===== config.mk =====
export PLATFORM = sky130hd
export DESIGN_NAME = cr_port_target
export DESIGN_NICKNAME = d
export VERILOG_FILES = /design/src/rtl/cr_port_pkg.sv /design/src/rtl/cr_strobe_decode.sv /design/src/rtl/cr_handshake_fsm.sv /design/src/rtl/cr_reg_bank.sv /design/src/rtl/cr_port_target.sv
export SDC_FILE = /design/constraint.sdc
export NUM_CORES = 1
export LEC_CHECK = 0
export BUFFER_PORTS_ARGS = -buffer_cell sky130_fd_sc_hd__buf_2
export CORE_MARGIN = 8
export CORE_UTILIZATION = 60
export CTS_CLUSTER_DIAMETER = 100
export DETAILED_ROUTE_END_ITERATION = 8
export PLACE_DENSITY_LB_ADDON = 0.1
export SLEW_MARGIN = 0
export SYNTH_ARGS = -nofsm -noshare
export SYNTH_HDL_FRONTEND = slang
export SYNTH_SLANG_ARGS = --single-unit
export TNS_END_PERCENT = 20

===== constraint.sdc =====
create_clock -name clk -period 3.4 [get_ports clk]
set_clock_uncertainty 0.2 [all_clocks]
set_input_delay 0.51 -clock clk [delete_from_list [all_inputs] [get_ports clk]]
set_output_delay 0.51 -clock clk [all_outputs]
set_load 0.03 [all_outputs]

===== src/rtl/cr_port_pkg.sv =====
package cr_port_pkg;

    typedef enum logic [1:0] {
        S_IDLE  = 2'd0,
        S_DELAY = 2'd1,
        S_ACK   = 2'd2
    } hs_state_e;

    typedef enum logic [2:0] {
        OP_NONE     = 3'd0,
        OP_CAP_ADDR = 3'd1,
        OP_CAP_DATA = 3'd2,
        OP_WRITE    = 3'd3,
        OP_READ     = 3'd4
    } cr_op_e;

    localparam int unsigned STROBE_N = 4;

endpackage


===== src/rtl/cr_strobe_decode.sv =====
module cr_strobe_decode
    import cr_port_pkg::*;
(
    input  logic [STROBE_N-1:0] strobes,
    output cr_op_e              op,
    output logic                single,
    output logic                none
);
    // strobes bit order: 0 capture-address, 1 capture-data, 2 write, 3 read
    always_comb begin
        single = 1'b1;
        none   = 1'b0;
        op     = OP_NONE;
        unique case (strobes)
            4'b0000: begin none = 1'b1; single = 1'b0; end
            4'b0001: op = OP_CAP_ADDR;
            4'b0010: op = OP_CAP_DATA;
            4'b0100: op = OP_WRITE;
            4'b1000: op = OP_READ;
            default: single = 1'b0;
        endcase
    end
endmodule


===== src/rtl/cr_handshake_fsm.sv =====
module cr_handshake_fsm
    import cr_port_pkg::*;
#(
    parameter int unsigned ACK_LAT = 2
) (
    input  logic                clk,
    input  logic                rst_n,
    input  logic [STROBE_N-1:0] strobes,
    input  cr_op_e              op_i,
    input  logic                single_i,
    output hs_state_e           state,
    output cr_op_e              active_op,
    output logic                fire,
    output logic                ack
);
    localparam int unsigned CNT_W = $clog2(ACK_LAT + 1);

    hs_state_e         nxt;
    logic [CNT_W-1:0]  cnt_q;
    logic              held;

    // level of the strobe that opened the current exchange
    always_comb begin
        held = 1'b0;
        unique case (active_op)
            OP_CAP_ADDR: held = strobes[0];
            OP_CAP_DATA: held = strobes[1];
            OP_WRITE:    held = strobes[2];
            OP_READ:     held = strobes[3];
            default:     held = 1'b0;
        endcase
    end

    always_comb begin
        nxt = state;
        unique case (state)
            S_IDLE: begin
                if (single_i) begin
                    // T_START, or T_REFUSE when not single
                    nxt = (ACK_LAT <= 1) ? S_ACK : S_DELAY;
                end
            end
            S_DELAY: begin
                if (cnt_q <= CNT_W'(1)) nxt = S_ACK; // T_GRANT
            end
            S_ACK: begin
                if (!held) nxt = S_IDLE;             // T_RELEASE
            end
            default: nxt = S_IDLE;
        endcase
    end

    // state register
    always_ff @(posedge clk or negedge rst_n) begin
        if (!rst_n) begin
            state     <= S_IDLE;
            cnt_q     <= '0;
            active_op <= OP_NONE;
        end else begin
            state <= nxt;
            if (state == S_IDLE && single_i) begin
                cnt_q     <= CNT_W'(ACK_LAT - 1);
                active_op <= op_i;
            end else if (state == S_DELAY) begin
                cnt_q <= cnt_q - CNT_W'(1);          // T_COUNT
            end else if (state == S_ACK && !held) begin
                active_op <= OP_NONE;
            end
        end
    end

    // outputs
    always_comb begin
        fire = (state == S_IDLE) && single_i;
        ack  = (state == S_ACK);
    end
endmodule


===== src/rtl/cr_reg_bank.sv =====
module cr_reg_bank #(
    parameter int unsigned NUM_REGS = 32,
    parameter int unsigned DATA_W   = 16,
    parameter int unsigned ADDR_W   = 16,
    parameter logic [DATA_W-1:0] RST_SEED = 16'h5A00
) (
    input  logic              clk,
    input  logic              rst_n,
    input  logic              we,
    input  logic [ADDR_W-1:0] addr,
    input  logic [DATA_W-1:0] wdata,
    output logic [DATA_W-1:0] rdata
);
    localparam int unsigned IDX_W = (NUM_REGS > 1) ? $clog2(NUM_REGS) : 1;

    logic [DATA_W-1:0] regs [NUM_REGS];
    logic              in_range;
    logic [IDX_W-1:0]  idx;

    always_comb begin
        in_range = ({16'd0, addr} < 32'(NUM_REGS));
        idx      = addr[IDX_W-1:0];
    end

    for (genvar g = 0; g < NUM_REGS; g++) begin : g_reg
        always_ff @(posedge clk or negedge rst_n) begin
            if (!rst_n) begin
                regs[g] <= RST_SEED ^ DATA_W'(g);
            end else if (we && in_range && (idx == IDX_W'(g))) begin
                regs[g] <= wdata;
            end
        end
    end

    always_comb begin
        rdata = '0;
        if (in_range) rdata = regs[idx];
    end
endmodule


===== src/rtl/cr_port_target.sv =====
module cr_port_target
    import cr_port_pkg::*;
#(
    parameter int unsigned NUM_REGS = 32,
    parameter int unsigned ACK_LAT  = 2,
    parameter logic [15:0] RST_SEED = 16'h5A00
) (
    input  logic        clk,
    input  logic        rst_n,
    input  logic [15:0] din,
    input  logic        cap_addr_i,
    input  logic        cap_data_i,
    input  logic        wr_i,
    input  logic        rd_i,
    output logic [15:0] dout,
    output logic        ack
);
    localparam int unsigned DATA_W = 16;

    logic [STROBE_N-1:0] strobes;
    cr_op_e              dec_op;
    cr_op_e              active_op;
    logic                single;
    logic                none;
    logic                fire;
    hs_state_e           st_w;
    logic [DATA_W-1:0]   addr_q;
    logic [DATA_W-1:0]   data_q;
    logic [DATA_W-1:0]   rd_q;
    logic [DATA_W-1:0]   bank_rdata;
    logic                bank_we;

    assign strobes = {rd_i, wr_i, cap_data_i, cap_addr_i};

    cr_strobe_decode u_dec (
        .strobes (strobes),
        .op      (dec_op),
        .single  (single),
        .none    (none)
    );

    cr_handshake_fsm #(.ACK_LAT(ACK_LAT)) u_fsm (
        .clk       (clk),
        .rst_n     (rst_n),
        .strobes   (strobes),
        .op_i      (dec_op),
        .single_i  (single),
        .state     (st_w),
        .active_op (active_op),
        .fire      (fire),
        .ack       (ack)
    );

    assign bank_we = fire && (dec_op == OP_WRITE);

    cr_reg_bank #(
        .NUM_REGS (NUM_REGS),
        .DATA_W   (DATA_W),
        .ADDR_W   (DATA_W),
        .RST_SEED (RST_SEED)
    ) u_bank (
        .clk   (clk),
        .rst_n (rst_n),
        .we    (bank_we),
        .addr  (addr_q),
        .wdata (data_q),
        .rdata (bank_rdata)
    );

    always_ff @(posedge clk or negedge rst_n) begin
        if (!rst_n) begin
            addr_q <= '0;
            data_q <= '0;
            rd_q   <= '0;
        end else if (fire) begin
            unique case (dec_op)
                OP_CAP_ADDR: addr_q <= din;
                OP_CAP_DATA: data_q <= din;
                OP_READ:     rd_q   <= bank_rdata;
                default:     ;
            endcase
        end
    end

    always_comb begin
        dout = '0;
        if (ack && active_op == OP_READ) dout = rd_q;
    end

    logic unused_ok;
    assign unused_ok = none;
endmodule


# Yosys cells after proc, flatten, opt, wreduce, memory -nomap -nowiden
# Cells that the tools add are included.
# classes
n_addsub,1
mul,0
n_div,0
order_cmp,3
n_eq_ne,49
n_shift,0
muxes,17
bitwise_logic,1
n_reduce_logical,48
# op_table
operator,n
16-bit binary-select mux with 5-bit select,1
5-bit == test (second input constant),16
16-bit two-way mux,4
5-bit by 4-bit == test with 1-bit output (second input constant),8
1-bit logical AND,37
5-bit by 3-bit == test with 1-bit output (second input constant),4
16-bit by 6-bit less-than comparator with 1-bit output (second input constant),1
3-bit by 2-bit == test with 1-bit output (second input constant),4
3-bit case mux with 4 select lines,1
5-bit by 2-bit == test with 1-bit output (second input constant),2
2-bit two-way mux,5
3-bit two-way mux,3
2-bit AND reduction,4
3-bit by 1-bit == test with 1-bit output (second input constant),2
3-bit == test (second input constant),2
6-bit >= comparator (second input constant),1
5-bit NOT with 6-bit output,1
2-bit case mux with 3 select lines,1
5-bit by 1-bit == test with 1-bit output (second input constant),1
5-bit zero test,1
4-bit by 1-bit == test with 1-bit output (second input constant),1
4-bit by 2-bit == test with 1-bit output (second input constant),1
4-bit by 3-bit == test with 1-bit output (second input constant),1
4-bit == test (second input constant),1
other kinds (13),16
# word_totals
register_bits,567
latchBits,0
mem_bits_rw,0
rom_bits,0
inputBits,22
out_inout_bits,17
word_cells,157
memories,0

# Logic depth before layout (Yosys ltp)
# Gate-level depths: netlist (run 1).
# logic_depth
word_depth,7
depth_mapped,8
ltp_nobuf,5

# By module
# From an unflattened synthesis (run 1), not the netlist that was laid out.
# unflattened
cells_unflattened,1643
area_unflattened_um2,26454.1
# by_module_without_submodules
mod,n_inst,cells_each,area_per_inst_um2,seq_area_each_um2
cr_reg_bank,1,1465,23851.6,13072.5
cr_port_target,1,124,2113.3,1201.2
cr_handshake_fsm,1,42,400.4,175.2
cr_strobe_decode,1,12,88.8,0.0

# Least setup slack after synthesis (run 1)
# No wires, ideal clock.
# synth_path
path_kind,input -> register
start,in cap_addr_i
end,reg u_bank.regs[390] in the netlist's numbering
arrival_ns,2.588
required_ns,3.075
setup_slack_ns,0.487
path_stages,7
path_buffers,2
path_cell_list,buf_2 -> nor4b_1 -> nor4b_4 -> nand4_1 -> nor2_2 -> buf_4 -> mux2_2
# synth_via
elab_chain_len,7
# synth_rtl
item,line_no,rtl
"start, declared",cr_port_target.sv:11,"input logic cap_addr_i,"
branches (longest 4 deep; another with 4-bit == test),-,
1-bit logical AND *,cr_port_target.sv:54,assign bank_we = fire && (dec_op == OP_WRITE);
1-bit logical AND * (2 in a row),cr_reg_bank.sv:29,end else if (we && in_range && (idx == IDX_W'(g))) begin
"end signal, assigned by index",cr_reg_bank.sv:28,regs[g] <= RST_SEED ^ DATA_W'(g);
"end signal, assigned by index",cr_reg_bank.sv:30,regs[g] <= wdata;
"end, declared",cr_reg_bank.sv:16,logic [DATA_W-1:0] regs [NUM_REGS];
# Every way passes the cells marked *.
# A chain may end at the register's enable or synchronous reset.

# Worst setup path after layout (run 1)
# layout_path
start,reg addr_q[15]
end,reg u_bank.regs[229] in the netlist's numbering
# layout_via
elab_chain_len,3
# layout_rtl
item,line_no,rtl
"start, declared",cr_port_target.sv:27,logic [DATA_W-1:0] addr_q;
"start signal, assigned",cr_port_target.sv:77,OP_CAP_ADDR: addr_q <= din;
16-bit by 6-bit less-than comparator with 1-bit output,cr_reg_bank.sv:21,"in_range = ({16'd0, addr} < 32'(NUM_REGS));"
1-bit logical AND (2 in a row),cr_reg_bank.sv:29,
# No other way between the ends.

==> impl_metrics.py, run 1 <==
metrics = {
    "cells_and_area": {
        "postLayoutCoreUtil_pct": 68.8,
        "fin_cells": 2575,
        "drive_gt1_share_pct": 51.4,
        "final_cell_mix": "mux2_2 (549), dfrtp_1 (358), mux2i_1 (242)",
        "final_common_cell": "mux2_2",
        "syn_to_final_growth_pct": 12.9,
        "fin_nets": 1964,
    },
    "pwr": {
        "p_switching_mw": 6.07,
        "finalPower_mw": 18.4,
        "netSwitchingFraction_pct": 33.1,
        "comb_power_share_pct": 25.2,
        "p_int_mw": 12.3,
        "clkPwrFrac_pct": 33.6,
        "power_frac_seq_pct": 41.2,
        "worst_ir_drop_vdd_mv": 0.613,
        "power.density_nw_per_um2": 620,
        "leakagePower_nw": 13.5,
    },
    "setup_path": {
        "reg2reg_to": "u_bank.regs[229]",
        "worstSetupPathType": "reg -> reg",
        "cp.required_ps": 3680,
        "r2r_setup_slack_ps": 150,
        "ff2ff_path_depth": 5,
        "crit_arrival_ps": 3540,
        "reg2reg_from": "addr_q[15]",
        "cp-end-kind": "register",
        "startpoint_type": "register",
        "path_max_fanout": 16,
    },
    "clocking": {
        "clk_latency_ps": 620,
        "cts_resized": 0,
        "cts_buffers": 59,
        "clock_path_buffers": 3,
        "cts_sinks": 567,
        "clockRootBuffer": "clkbuf_16",
        "htreeDepth": 2,
        "clkTransAtPathRegs_ps": 60,
        "tritoncts": "built",
        "post_cts_buffers": 0,
    },
    "timing": {
        "fmax_mhz": 307,
        "maxSlewViolCount": 0,
        "max_slew_margin_pct": 13.5,
        "tightest_slew_ps": 1300,
        "layout_min_cycle_time_ps": 3250,
        "hold_violations": 0,
        "fin_crit_sh_pct": 95.7,
        "rsz0062_at_grt": "no",
        "finalSetupTns_ps": 0,
        "finalSetupViolCount": 0,
    },
    "yosys": {
        "yosysUniqueCellTypes": 51,
        "netlist_area_um2": 26200,
        "ys_warn_count": 0,
        "yosysSeqAreaShare_pct": 55.1,
        "ys_seq_elements": 567,
        "synthArstFlopShare_pct": 100,
        "synth_top_area_share_pct": 34.2,
        "synth_area_leaders": "dfrtp_1 (34%), mux2_2 (24%), dfstp_2 (21%)",
        "synth-edff-count": 0,
        "synthFlopType": "dfrtp_1",
        "synth_top_area_cell": "dfrtp_1",
        "avgSynthCellArea_um2": 13.9,
        "synth_fp_nets": 1914,
        "syn_inst": 1891,
    },
    "placed_design": {
        "globalplace.congestion": 0.787,
        "io_buffers": 38,
        "placed_cells": 2448,
        "dpl.hpwl_um": 41500,
    },
    "drt": {
        "wire_per_inst_um": 25.4,
        "vias": 16100,
        "ant_nets": 0,
        "dr.first_iter.drc_count": 1030,
        "wl_um": 65500,
        "viasPerCell": 6.26,
        "drt_first_pass_iters": 5,
        "route.detailed.drc": 0,
    },
    "job": {
        "drv_cap": 0,
    },
    "die": {
        "fp.dieH_um": 225,
        "num_io_pins": 39,
        "core_um2": 43100,
        "die_area_um2": 50700,
        "initial_core_util_pct": 60.9,
        "num_rows": 76,
        "die_w_um": 225,
    },
    "grt": {
        "grt_max_degree": 95,
        "track_usage_pct": 26.2,
        "grt_antenna_before_repair": 2,
        "grt_pass1_vias": 17000,
        "grt_first_pass_wirelength_um": 102000,
        "grt_overflow": 0,
    },
    "worst_hold_path": {
        "hold_depth": 4,
        "hold_end": "u_fsm.state[1]",
        "hp-class": "in -> reg",
        "worstHoldStart": "rd_i",
    },
    "run_status": {
        "outcome": "finished clean",
    },
}
[registers in the layout (all words and copies together), names as in the netlist]
| register | cells |
|---|---|
| u_fsm.cnt_q | 2 |
| u_fsm.state | 2 |
| data_q | 16 |
| u_bank.regs | 512 |
| u_fsm.active_op | 3 |
| rd_q | 16 |
| addr_q | 16 |
[worst max-delay path: stages (launching register included)]
cell	delay, ps
dfrtp_1	370
or4_1	710
nor4b_4	570
and4_1	430
nand2_2	400
mux2_2	410
[power by group through the flow]
stage | clock network, mW | registers (mW) | logic [mW]
6_report | 6.18 | 7.57 | 4.62
5_1_grt | 6.55 | 7.61 | 4.86
4_1_cts | 6.30 | 7.56 | 4.61
3_5_place_dp | 0 | 7.67 | 4.56
3_3_place_gp | 0 | 7.65 | 4.51
2_1_floorplan | 0 | 7.31 | 2.81
[worst max-delay path by stage]
| stage | startpoint | endpoint | slack, ps | cells past startpoint |
|---|---|---|---|---|
| 2_1_floorplan | cap_addr_i | u_bank.regs[390] | 490 | 7 |
| 3_3_place_gp | cap_addr_i | u_bank.regs[234] | 130 | 6 |
| 3_5_place_dp | cap_addr_i | u_bank.regs[226] | 70 | 6 |
| 4_1_cts | addr_q[15] | u_bank.regs[226] | 120 | 5 |
| 5_1_grt | addr_q[15] | u_bank.regs[229] | 5 | 5 |
| 6_report | addr_q[15] | u_bank.regs[229] | 150 | 5 |
[synthesized netlist by cell type, drive strengths merged (2+ instances only)]
master / instances
and2: 3
mux2: 549
nor4b: 2
nand3: 6
mux2i: 242
xor2: 2
inv: 3
nor2: 38
and3: 16
a22oi: 120
mux4: 5
buf: 54
nor3: 17
and4: 4
o22ai: 2
clkbuf: 113
nand2: 26
a22o: 16
nand2b: 7
a21oi: 61
nand4: 5
nor4: 2
dfrtp: 359
nor2b: 9
o21ai: 5
or2: 2
dfstp: 208
[cell families after synthesis]
logic type | after synthesis | synth area share [%]
AO/OA/AOI/OAI | 213 | 5.58
XOR/XNOR | 3 | 0.100
adder cells (fa/ha/maj) | 1 | 0.0477
buffers and inverters | 170 | 2.80
flip-flops | 567 | 55.1
multiplexers | 796 | 33.2
AND/OR/NAND/NOR | 141 | 3.16
[through the flow]
stage / worst slack (ps) / instance area (µm²) / hold slack, ps
finish: 145 / 29600 / 205
detailed placement: 65.4 / 27600 / 291
global route: 4.67 / 29600 / 224
CTS: 115 / 29600 / 171
global placement: 130 / 27600 / 283
floorplan: 487 / 26200 / 14.4
[what timing repair did]
item | 4_1_cts | 5_1_grt
hold buffers | 17 | 0
setup endpoints to repair | 0 | 0
hold endpoints to repair | 81 | 0
[area by class of cell]
cell class,instances,area (µm²)
clock inverter,13,140
multi-input combinational,1154,11100
inverter,3,11.3
tap,585,732
sequential,567,14500
timing repair buffer,156,1500
antenna,1,2.50
fill,3132,13500
clock buffer,96,1700
[routing by layer]
metal / vias up / global-route usage, % / routed length [µm]
li1: 7023 / - / -
met1: 8658 / 36.5 / 29600
met2: 338 / 43.0 / 31700
met3: 91 / 3.01 / 2630
met4: 0 / 7.72 / 1580
met5: - / 0 / 0
(Power assumes the default switching activity.)
==> inputs of run 2 (changes only) <==
CORE_MARGIN = 2   (was 8)
RECOVER_POWER = 50   (was not set)
==> run 2 against run 1 <==
  * The flow now finishes with violations (capacitance limit, slew limit)
  * Power rose by 2.2%
  * Hold slack got worse by 26 ps
  * Clock power rose by 8.3%
  * Non-clock buffer count rose by 7
  * Setup slack improved by 23 ps
  * Via count fell by 0.82%
  * Register-to-register slack improved by 110 ps
  * Global-route usage rose by 3.1 points
  * Critical endpoint is now data_q[6]
  * Die area fell by 10%
  * Wire length fell by 2.1%
  * Sequential share of layout area fell by 0.41 points
==> impl_metrics.py, run 2 (synthesized netlist as in run 1, its figures left out) <==
metrics = {
    "run_status": {
        "outcome": "finished with violations",
        "violations": "capacitance limit, slew limit",
    },
    "pwr": {
        "p_switching_mw": 6.06,
        "p_int_mw": 12.7,
        "power_frac_seq_pct": 40.4,
        "worst_ir_drop_vdd_mv": 0.477,
        "power.density_nw_per_um2": 628,
        "leakagePower_nw": 13.6,
        "finalPower_mw": 18.8,
        "clkPwrFrac_pct": 35.7,
        "netSwitchingFraction_pct": 32.3,
        "comb_power_share_pct": 23.9,
    },
    "setup_path": {
        "critical_path.cell_chain": "clkbuf_1, nor4b_1, o21ai_0, nor4_1, buf_12, mux2_2",
        "startpoint_type": "input port",
        "r2r_setup_slack_ps": 260,
        "worstSetupPathType": "in -> reg",
        "cp_slowest_stage_delay_ps": 1140,
        "cp.required_ps": 3710,
        "critPathCapture": "data_q[6]",
        "crit_arrival_ps": 3540,
        "cp-startpoint": "cap_addr_i",
        "cp-end-kind": "register",
        "ff2ff_path_depth": 5,
        "slowest_stage": "nor4_1",
        "path_max_fanout": 12,
        "reg2reg_to": "data_q[6]",
        "reg2reg_from": "u_fsm.state[1]",
    },
    "timing": {
        "max_slew_margin_pct": -42.7,
        "hold_violations": 0,
        "layout_min_cycle_time_ps": 3230,
        "maxSlewViolCount": 69,
        "fmax_mhz": 309,
        "tightest_slew_ps": 2140,
        "fin_crit_sh_pct": 95.0,
        "finalSetupViolCount": 0,
        "rsz0062_at_grt": "no",
        "finalSetupTns_ps": 0,
        "fin_ws_ps": 168,
    },
    "drt": {
        "wire_per_inst_um": 24.8,
        "wl_um": 64100,
        "ant_nets": 0,
        "vias": 16000,
        "drt_first_pass_iters": 4,
        "route.detailed.drc": 0,
        "viasPerCell": 6.18,
        "dr.first_iter.drc_count": 968,
    },
    "cells_and_area": {
        "largest-register": "u_bank.regs",
        "final_cell_mix": "mux2_2 (549), dfrtp_1 (358), mux2i_1 (242)",
        "syn_to_final_growth_pct": 13.9,
        "postLayoutCoreUtil_pct": 69.3,
        "fill_cells": 3005,
        "fin_nets": 1971,
        "largest_register_ff_count": 512,
        "drive_gt1_share_pct": 51.9,
        "final_common_cell": "mux2_2",
        "multiInputGateArea_um2": 11100,
        "ff_latch_area_um2": 14500,
        "fin_area_um2": 29900,
    },
    "placed_design": {
        "dpl.hpwl_um": 40300,
        "globalplace.congestion": 0.820,
        "io_buffers": 38,
        "dpl_cell_area_um2": 27700,
        "pre_cts_ws_ps": 128,
    },
    "grt": {
        "track_usage_pct": 29.3,
        "grt_overflow": 0,
        "grtUsageMet1_pct": 41.0,
        "grt_max_degree": 85,
        "grt_use_met2_pct": 46.3,
        "grt_pass1_vias": 16700,
        "grt_busiest_layer": "met2",
        "grt_first_pass_wirelength_um": 99300,
        "grt_antenna_before_repair": 1,
        "met3_usage_pct": 5.46,
    },
    "die": {
        "die_w_um": 213,
        "fp.dieH_um": 213,
        "num_io_pins": 39,
        "die_area_um2": 45400,
        "core_um2": 43100,
        "initial_core_util_pct": 60.9,
        "num_rows": 76,
    },
    "worst_hold_path": {
        "hp-class": "in -> reg",
        "hold_depth": 4,
    },
    "clocking": {
        "clock_path_buffers": 3,
        "cts_resized": 0,
        "cts_sinks": 567,
        "clkTransAtPathRegs_ps": 60,
        "htreeDepth": 2,
        "clk_latency_ps": 630,
        "clockRootBuffer": "clkbuf_16",
        "cts_buffers": 59,
        "tritoncts": "built",
    },
    "job": {
        "drv_cap": 1,
    },
}
==> run 2: changes by cell type in the layout (fill, tap and decap cells not counted), sizes merged <==
cell      previous run  this run
buf                139       141
inv                  5         7
bufinv               2         7
clkbuf              96        98
clkinvlp             0         1
clkinv               9         7
==> run 2: stage by stage <==
| step | hold WS, ps | std cells |
|---|---|---|
| after CTS | 169 | 2584 |
| final | 179 | 2585 |
| after floorplan | 14.4 | 1891 |
| after detailed placement | 288 | 2455 |
| after global placement | 284 | 2455 |
| after global routing | 199 | 2584 |
==> run 2: critical path, delay by kind of cell <==
family / cells / cell delay, ps
AOI/OAI and AO/OA: 1 / 440
buffers and inverters: 2 / 430
muxes: 1 / 360
and+or+nand+nor: 2 / 1780
==> run 2: worst min path at each step <==
| stage | slack, ps | end | start |
|---|---|---|---|
| finish | 180 | u_fsm.state[1] | rd_i |
| global route | 200 | u_fsm.active_op[0] | rd_i |
| CTS | 170 | u_fsm.active_op[0] | cap_data_i |
| detailed placement | 290 | rd_q[12] | rd_q[12] |
| global placement | 280 | rd_q[9] | rd_q[9] |
| floorplan | 10 | addr_q[0] | rst_n |
==> run 2: metal layers <==
layer | part of all wire, % | wire length [µm]
met1 | 45 | 29000
met2 | 47 | 30000
met3 | 4.8 | 3050
met4 | 3.1 | 2010
met5 | 0.019 | 12
==> run 2: layout make-up <==
type | count | area share [%]
Antenna cell | 1 | 0.00838
Clock buffer | 93 | 5.74
Clock inverter | 19 | 1.04
Inverter | 3 | 0.0377
Multi-Input combinational cell | 1154 | 37.1
Sequential cell | 567 | 48.4
Tap cell | 585 | 2.45
Timing Repair Buffer | 163 | 5.28
==> run 2: power by group through the flow <==
stage / combinational (mW) / sequential (mW) / clock, mW
final: 4.49 / 7.58 / 6.69
after global routing: 4.76 / 7.64 / 7.09
after CTS: 4.49 / 7.58 / 6.81
after detailed placement: 4.45 / 7.69 / 0
after global placement: 4.40 / 7.66 / 0
after floorplan: 2.81 / 7.31 / 0
==> run 2: timing repair <==
action	in CTS	in global routing
buffers inserted	0	0
hold buffers	17	0
hold endpoints to repair	83	0
